==> config.mk <==
export PLATFORM = sky130hd
export DESIGN_NAME = serial_word_fifo
export DESIGN_NICKNAME = d
export VERILOG_FILES = /design/src/rtl/swf_pkg.sv /design/src/rtl/swf_side_ctrl.sv /design/src/rtl/swf_store.sv /design/src/rtl/swf_status.sv /design/src/rtl/serial_word_fifo.sv
export SDC_FILE = /design/constraint.sdc
export NUM_CORES = 1
export LEC_CHECK = 0
export BUFFER_PORTS_ARGS = -buffer_cell sky130_fd_sc_hd__buf_4
export CAP_MARGIN = 20
export CORE_UTILIZATION = 38
export CTS_BUF_LIST = sky130_fd_sc_hd__clkbuf_4 sky130_fd_sc_hd__clkbuf_8 sky130_fd_sc_hd__clkbuf_16
export DETAILED_ROUTE_END_ITERATION = 6
export HOLD_SLACK_MARGIN = 0.08
export PLACE_DENSITY = 0.62
export RECOVER_POWER = 25
export SYNTH_ARGS = -nofsm -noshare
export SYNTH_HDL_FRONTEND = slang
export SYNTH_SLANG_ARGS = --single-unit
==> constraint.sdc <==
create_clock -name clk -period 1.7 [get_ports clk]
set_input_delay 0 -clock clk [delete_from_list [all_inputs] [get_ports clk]]
set_output_delay 0 -clock clk [all_outputs]
set_load 0.02 [all_outputs]
==> src/rtl/swf_pkg.sv <==
package swf_pkg;

   typedef enum logic [0:0] {
      PTR_UP   = 1'b0,
      PTR_DOWN = 1'b1
   } ptr_dir_e;

   function automatic int unsigned idx_bits(input int unsigned n);
      return (n > 1) ? $clog2(n) : 1;
   endfunction

endpackage

==> src/rtl/swf_side_ctrl.sv <==
module swf_side_ctrl #(
   parameter int unsigned      DEPTH = 4,
   parameter int unsigned      WIDTH = 8,
   parameter swf_pkg::ptr_dir_e DIR  = swf_pkg::PTR_UP,
   localparam int unsigned     PW    = swf_pkg::idx_bits(DEPTH),
   localparam int unsigned     CW    = swf_pkg::idx_bits(WIDTH)
) (
   input  logic          clk,
   input  logic          rst_n,
   input  logic          req,
   input  logic          blocked,
   output logic [PW-1:0] ptr,
   output logic [CW-1:0] cnt,
   output logic          step,
   output logic          done
);

   localparam logic [PW-1:0] LAST_IDX = PW'(DEPTH - 1);
   localparam logic [CW-1:0] LAST_BIT = CW'(WIDTH - 1);

   logic [PW-1:0] ptr_nxt;

   assign step = req & ~blocked;
   assign done = step & (cnt == LAST_BIT);

   generate
      if (DIR == swf_pkg::PTR_UP) begin : g_up
         always_comb begin
            if (ptr == LAST_IDX) ptr_nxt = '0;
            else                 ptr_nxt = ptr + PW'(1);
         end
      end else begin : g_down
         always_comb begin
            if (ptr == '0) ptr_nxt = LAST_IDX;
            else           ptr_nxt = ptr - PW'(1);
         end
      end
   endgenerate

   always_ff @(posedge clk or negedge rst_n) begin
      if (!rst_n) begin
         cnt <= '0;
      end else if (step) begin
         if (done) cnt <= '0;
         else      cnt <= cnt + CW'(1);
      end
   end

   always_ff @(posedge clk or negedge rst_n) begin
      if (!rst_n)    ptr <= '0;
      else if (done) ptr <= ptr_nxt;
   end

endmodule

==> src/rtl/swf_store.sv <==
module swf_store #(
   parameter int unsigned  DEPTH = 4,
   parameter int unsigned  WIDTH = 8,
   localparam int unsigned PW    = swf_pkg::idx_bits(DEPTH),
   localparam int unsigned CW    = swf_pkg::idx_bits(WIDTH)
) (
   input  logic          clk,
   input  logic          wr_step,
   input  logic [PW-1:0] wr_ptr,
   input  logic [CW-1:0] wr_cnt,
   input  logic          wr_bit,
   input  logic [PW-1:0] rd_ptr,
   input  logic [CW-1:0] rd_cnt,
   output logic          rd_bit_raw
);

   logic [DEPTH-1:0][WIDTH-1:0] rows;

   generate
      for (genvar e = 0; e < DEPTH; e++) begin : g_entry
         logic [WIDTH-1:0] row_q;
         logic             sel;
         assign sel = wr_step & (wr_ptr == PW'(e));
         for (genvar b = 0; b < WIDTH; b++) begin : g_bit
            always_ff @(posedge clk) begin
               if (sel && (wr_cnt == CW'(b))) row_q[b] <= wr_bit;
            end
         end
         assign rows[e] = row_q;
      end
   endgenerate

   assign rd_bit_raw = rows[rd_ptr][rd_cnt];

endmodule

==> src/rtl/swf_status.sv <==
module swf_status #(
   parameter int unsigned  DEPTH = 4,
   localparam int unsigned PW    = swf_pkg::idx_bits(DEPTH)
) (
   input  logic          clk,
   input  logic          rst_n,
   input  logic          wr_done,
   input  logic          rd_done,
   input  logic [PW-1:0] wr_ptr,
   input  logic [PW-1:0] rd_ptr,
   output logic          empty,
   output logic          full
);

   logic last_was_wr;
   logic same_idx;

   always_ff @(posedge clk or negedge rst_n) begin
      if (!rst_n)                     last_was_wr <= 1'b0;
      else if (wr_done && !rd_done)   last_was_wr <= 1'b1;
      else if (rd_done && !wr_done)   last_was_wr <= 1'b0;
   end

   assign same_idx = (wr_ptr == rd_ptr);
   assign empty    = same_idx & ~last_was_wr;
   assign full     = same_idx &  last_was_wr;

endmodule

==> src/rtl/serial_word_fifo.sv <==
module serial_word_fifo #(
   parameter int unsigned       DEPTH = 4,
   parameter int unsigned       WIDTH = 8,
   parameter swf_pkg::ptr_dir_e DIR   = swf_pkg::PTR_UP
) (
   input  logic clk,
   input  logic rst_n,
   input  logic wr_en,
   input  logic wr_bit,
   input  logic rd_en,
   output logic rd_bit,
   output logic empty,
   output logic full,
   output logic overflow,
   output logic underflow
);

   localparam int unsigned PW = swf_pkg::idx_bits(DEPTH);
   localparam int unsigned CW = swf_pkg::idx_bits(WIDTH);

   generate
      if (DEPTH < 2) begin : g_bad_depth
         $error("serial_word_fifo: DEPTH must be at least 2");
      end
      if (WIDTH < 2) begin : g_bad_width
         $error("serial_word_fifo: WIDTH must be at least 2");
      end
   endgenerate

   logic [PW-1:0] wr_ptr, rd_ptr;
   logic [CW-1:0] wr_cnt, rd_cnt;
   logic          wr_step, rd_step, wr_done, rd_done;
   logic          rd_bit_raw;

   swf_side_ctrl #(.DEPTH(DEPTH), .WIDTH(WIDTH), .DIR(DIR)) u_wr_side (
      .clk     (clk),
      .rst_n   (rst_n),
      .req     (wr_en),
      .blocked (full),
      .ptr     (wr_ptr),
      .cnt     (wr_cnt),
      .step    (wr_step),
      .done    (wr_done)
   );

   swf_side_ctrl #(.DEPTH(DEPTH), .WIDTH(WIDTH), .DIR(DIR)) u_rd_side (
      .clk     (clk),
      .rst_n   (rst_n),
      .req     (rd_en),
      .blocked (empty),
      .ptr     (rd_ptr),
      .cnt     (rd_cnt),
      .step    (rd_step),
      .done    (rd_done)
   );

   swf_store #(.DEPTH(DEPTH), .WIDTH(WIDTH)) u_store (
      .clk        (clk),
      .wr_step    (wr_step),
      .wr_ptr     (wr_ptr),
      .wr_cnt     (wr_cnt),
      .wr_bit     (wr_bit),
      .rd_ptr     (rd_ptr),
      .rd_cnt     (rd_cnt),
      .rd_bit_raw (rd_bit_raw)
   );

   swf_status #(.DEPTH(DEPTH)) u_status (
      .clk     (clk),
      .rst_n   (rst_n),
      .wr_done (wr_done),
      .rd_done (rd_done),
      .wr_ptr  (wr_ptr),
      .rd_ptr  (rd_ptr),
      .empty   (empty),
      .full    (full)
   );

   logic rd_step_unused;
   assign rd_step_unused = rd_step;

   always_ff @(posedge clk or negedge rst_n) begin
      if (!rst_n) begin
         overflow  <= 1'b0;
         underflow <= 1'b0;
      end else begin
         overflow  <= wr_en & full;
         underflow <= rd_en & empty;
      end
   end

   assign rd_bit = rd_bit_raw & ~empty;

endmodule

==> impl_results.md <==
- M1 WL: 1.84 mm
- Rows: 27
- Startpoint Class: flip-flop
- Layout Cells excl Fill: 277
- Sequential share of the synthesized area: 0.580
- Cell area after layout: 0.00319 sq mm
- Comb power frac: 0.523
- Total power: 5.25 mW
- Initial DRC Count: 96
- DR WL/cell: 16.7 um
- Top cell type by total area after synthesis: edfxtp_1
- PwrDens: 1650 mW/mm^2
- CORE AREA: 0.00557 sq mm
- Average size of a mapped cell: 13.6 sq um
- Unique masters post-synth: 28
- Post-synthesis mux area share: 0.141
- Largest net degree at the start of global routing: 33
- Power Internal: 3.30 mW
- Clk root buf: clkbuf_8
- Clock Tree Buf Depth: 2
- Critical Path End Type: primary output
- Failing checks: setup timing
- Worst Hold Class: input port to flip-flop
- Top-count cell post-synth: edfxtp_1
- Clock sink total: 45
- CTS H-Tree Depth: 2
- RSZ-0062 raised after global routing: yes
- Netlist Area Pre-Place: 0.00222 sq mm
- Worst-margin pin slew: 1.13 ns
- Max-slew violation count: 0
- WS Path Type: flip-flop to primary output
- Slew HR: 0.245
- Clock-pin slew on the worst setup and hold paths: 0.08 ns
- Placed Area: 0.00252 sq mm
- Clock Latency Late Sink: 0.30 ns
- Total vias in the final route: 1403
- DIE HEIGHT: 78.4 um
- DP Worst Slack: -0.138 ns
- FMAX: 474 MHz
- Post-synthesis compound-gate area fraction: 0.0412
- Tmin final: 2.11 ns
- DP HPWL: 2.92 mm
- Syn Nets: 182
- Post-synthesis share of cell area spent on full adders, half adders and majority gates: 0.0790
- Final GP Congestion: 0.830
- Outcome: complete, but fails checks
- Multi-input gate area: 0.00128 sq mm
- Grt ovf: 0
- Cts bufs inserted: 5
- Vias in the first global route: 1539
- Max stage delay cell, worst path: mux4_2
- Total die area: 0.00614 sq mm
- PortBufs: 9
- Starting Density: 0.398
- Sw Share: 0.371
- Top post-synthesis cells by count: edfxtp_1 (32), nor2_1 (30), nand2_1 (16)
- Leak Pwr: 1.19 nW
- Post-Synth Simple-Gate Area: 0.126
- Highest metal used: met4
- Reg area: 0.00129 sq mm
- CP arrival: 2.11 ns
- Commonest register cell after synthesis: edfxtp_1
- Area Growth Syn to Fin: 43.7%
- Gr usage total: 0.176
- Nets: 223
- Initial antenna violation count: 0
- Gate Count Post-Synth: 163
- Main combinational cell family by area after synthesis: multiplexers
- YS warnings: 0
- Die width: 78.4 um
- Dominant cells by area after synthesis: edfxtp_1 (43%), dfrtp_1 (15%), ha_1 (7.9%)
- Post-synth top area share: 0.433
- TritonCTS clock tree: built
- Worst-path cell chain: buf_6 -> mux4_2 -> a2111oi_4 -> a2111oi_4 -> buf_4
- IO Count: 10
- Seq pwr share: 0.296
- DR WL met3: 159 um
- Final hold viol count: 0
- DR DRC count: 0
- Post-Route Setup TNS: -6.04 ns
- Most frequent cell on the critical path: a2111oi_4
- Worst vdd ir: 848 uV
- Final ANT Viol Nets: 0
- Critical path peak fanout: 5
- Worst path max stage delay: 0.54 ns
- Pre-antenna DRT Iters: 4
- Async set-reset flop share out of synthesis: 0.289
- Final wirelength: 4.62 mm
- Req. time, crit path: 1.70 ns
- Max Cap Viol: 0
- Fill count: 415
- Cell Count Post-Placement: 257
- # diodes: 0
- Final setup violation count: 42
- Clk_skew: 0.00526 ns
- DR vias/cell: 5.06
- Synth Area in XOR/XNOR: 0.00790
- Share of post-route cells with drive strength above 1: 0.507
- Setup slack after layout: -0.411 ns
- First-pass GRT wire length: 7.85 mm
- Period Utilization, post-route: 1.24
- FF+latch count, synth: 45
- Sw power: 1.95 mW
- Met2 WL: 2.48 mm
- Clock share of power: 0.181
- Post-synth EDFFs: 32
worst paths after layout:
path | from | to | slack, ns | depth (start not counted)
worst max-delay path | u_rd_side.ptr[0] | rd_bit | -0.41 | 5
worst min-delay path | wr_en | overflow | 0.48 | 3
worst max register to register | u_rd_side.ptr[0] | u_status.last_was_wr | -0.28 | 8
worst min register to register | u_wr_side.cnt[1] | u_wr_side.cnt[1] | 0.63 | 2
max in group asynchronous | rst_n | u_rd_side.ptr[1] | 0.41 | 4
min in group asynchronous | rst_n | u_rd_side.cnt[1] | 0.61 | 3
timing repair:
| item | CTS | global route |
|---|---|---|
| gates resized for setup | 92 | 16 |
| buffers inserted | 6 | 2 |
| endpoints found under the setup margin | 39 | 52 |
| endpoints found under the hold margin | 15 | 0 |
| pin swaps | 16 | 12 |
| hold buffers | 5 | 0 |
layout by cell type (no fill, tap or decap), types with 2 or more instances in the layout:
cell / instances
buf_4: 17
nand2_8: 4
buf_6: 13
and2_1: 2
ha_1: 13
nor2_1: 5
buf_12: 2
xnor2_4: 2
bufinv_16: 2
mux4_2: 6
mux2_4: 9
dlygate4sd3_1: 4
mux2_2: 3
nor2_4: 25
nor2b_1: 2
inv_1: 6
a2111oi_4: 2
dfrtp_1: 12
o21ai_1: 3
and3_1: 5
nand2_1: 11
nand2_2: 2
and3_4: 4
edfxtp_1: 32
clkbuf_8: 5
layout make-up:
class,instances,share of cell area
Clock buffer,5,0.0216
Clock inverter,3,0.0204
Inverter,7,0.00824
Multi-Input combinational cell,107,0.401
Sequential cell,45,0.404
Tap cell,72,0.0283
Timing Repair Buffer,38,0.116
cells by family (layout without fill, tap and decap cells):
kind of cell	count (synthesis)	in the layout
simple gates	62	62
flops	45	45
mux	19	19
fa+ha+maj	14	14
buf+inv	11	53
compound gates	10	10
xor+xnor	2	2
critical path: cells and delay by family, from the launching register on:
| kind | cells | cell delay, ns |
|---|---|---|
| muxes | 1 | 0.54 |
| buffers and inverters | 2 | 0.32 |
| AOI/OAI and AO/OA | 2 | 0.52 |
| DFF | 1 | 0.42 |
metrics by stage:
stage / hold WS, ns / util
global placement: -0.141 / 0.451
floorplan: -0.296 / -
global route: 0.506 / 0.572
CTS: 0.0851 / 0.554
detailed placement: -0.137 / 0.451
finish: 0.482 / 0.572
sequential cells by signal, indices dropped and copies added, names as in the netlist:
signal,cells
underflow,1
u_rd_side.ptr,2
overflow,1
u_rd_side.cnt,3
u_store.g_entry.row_q,32
u_wr_side.cnt,3
u_wr_side.ptr,2
u_status.last_was_wr,1
power groups by stage:
stage	clock network, mW	logic, mW	registers (mW)
after floorplan	0	1.26	1.52
after global placement	0	1.75	1.54
after detailed placement	0	1.83	1.55
after CTS	0.963	2.55	1.55
after global routing	1.02	2.97	1.58
final	0.949	2.74	1.56
metal layers:
| metal | vias up | global-route usage |
|---|---|---|
| li1 | 666 | - |
| met3 | 10 | 0.0453 |
| met1 | 704 | 0.198 |
| met4 | 0 | 0.100 |
| met5 | - | 0 |
| met2 | 23 | 0.301 |
No activity file was read; power rests on OpenSTA's default activity.
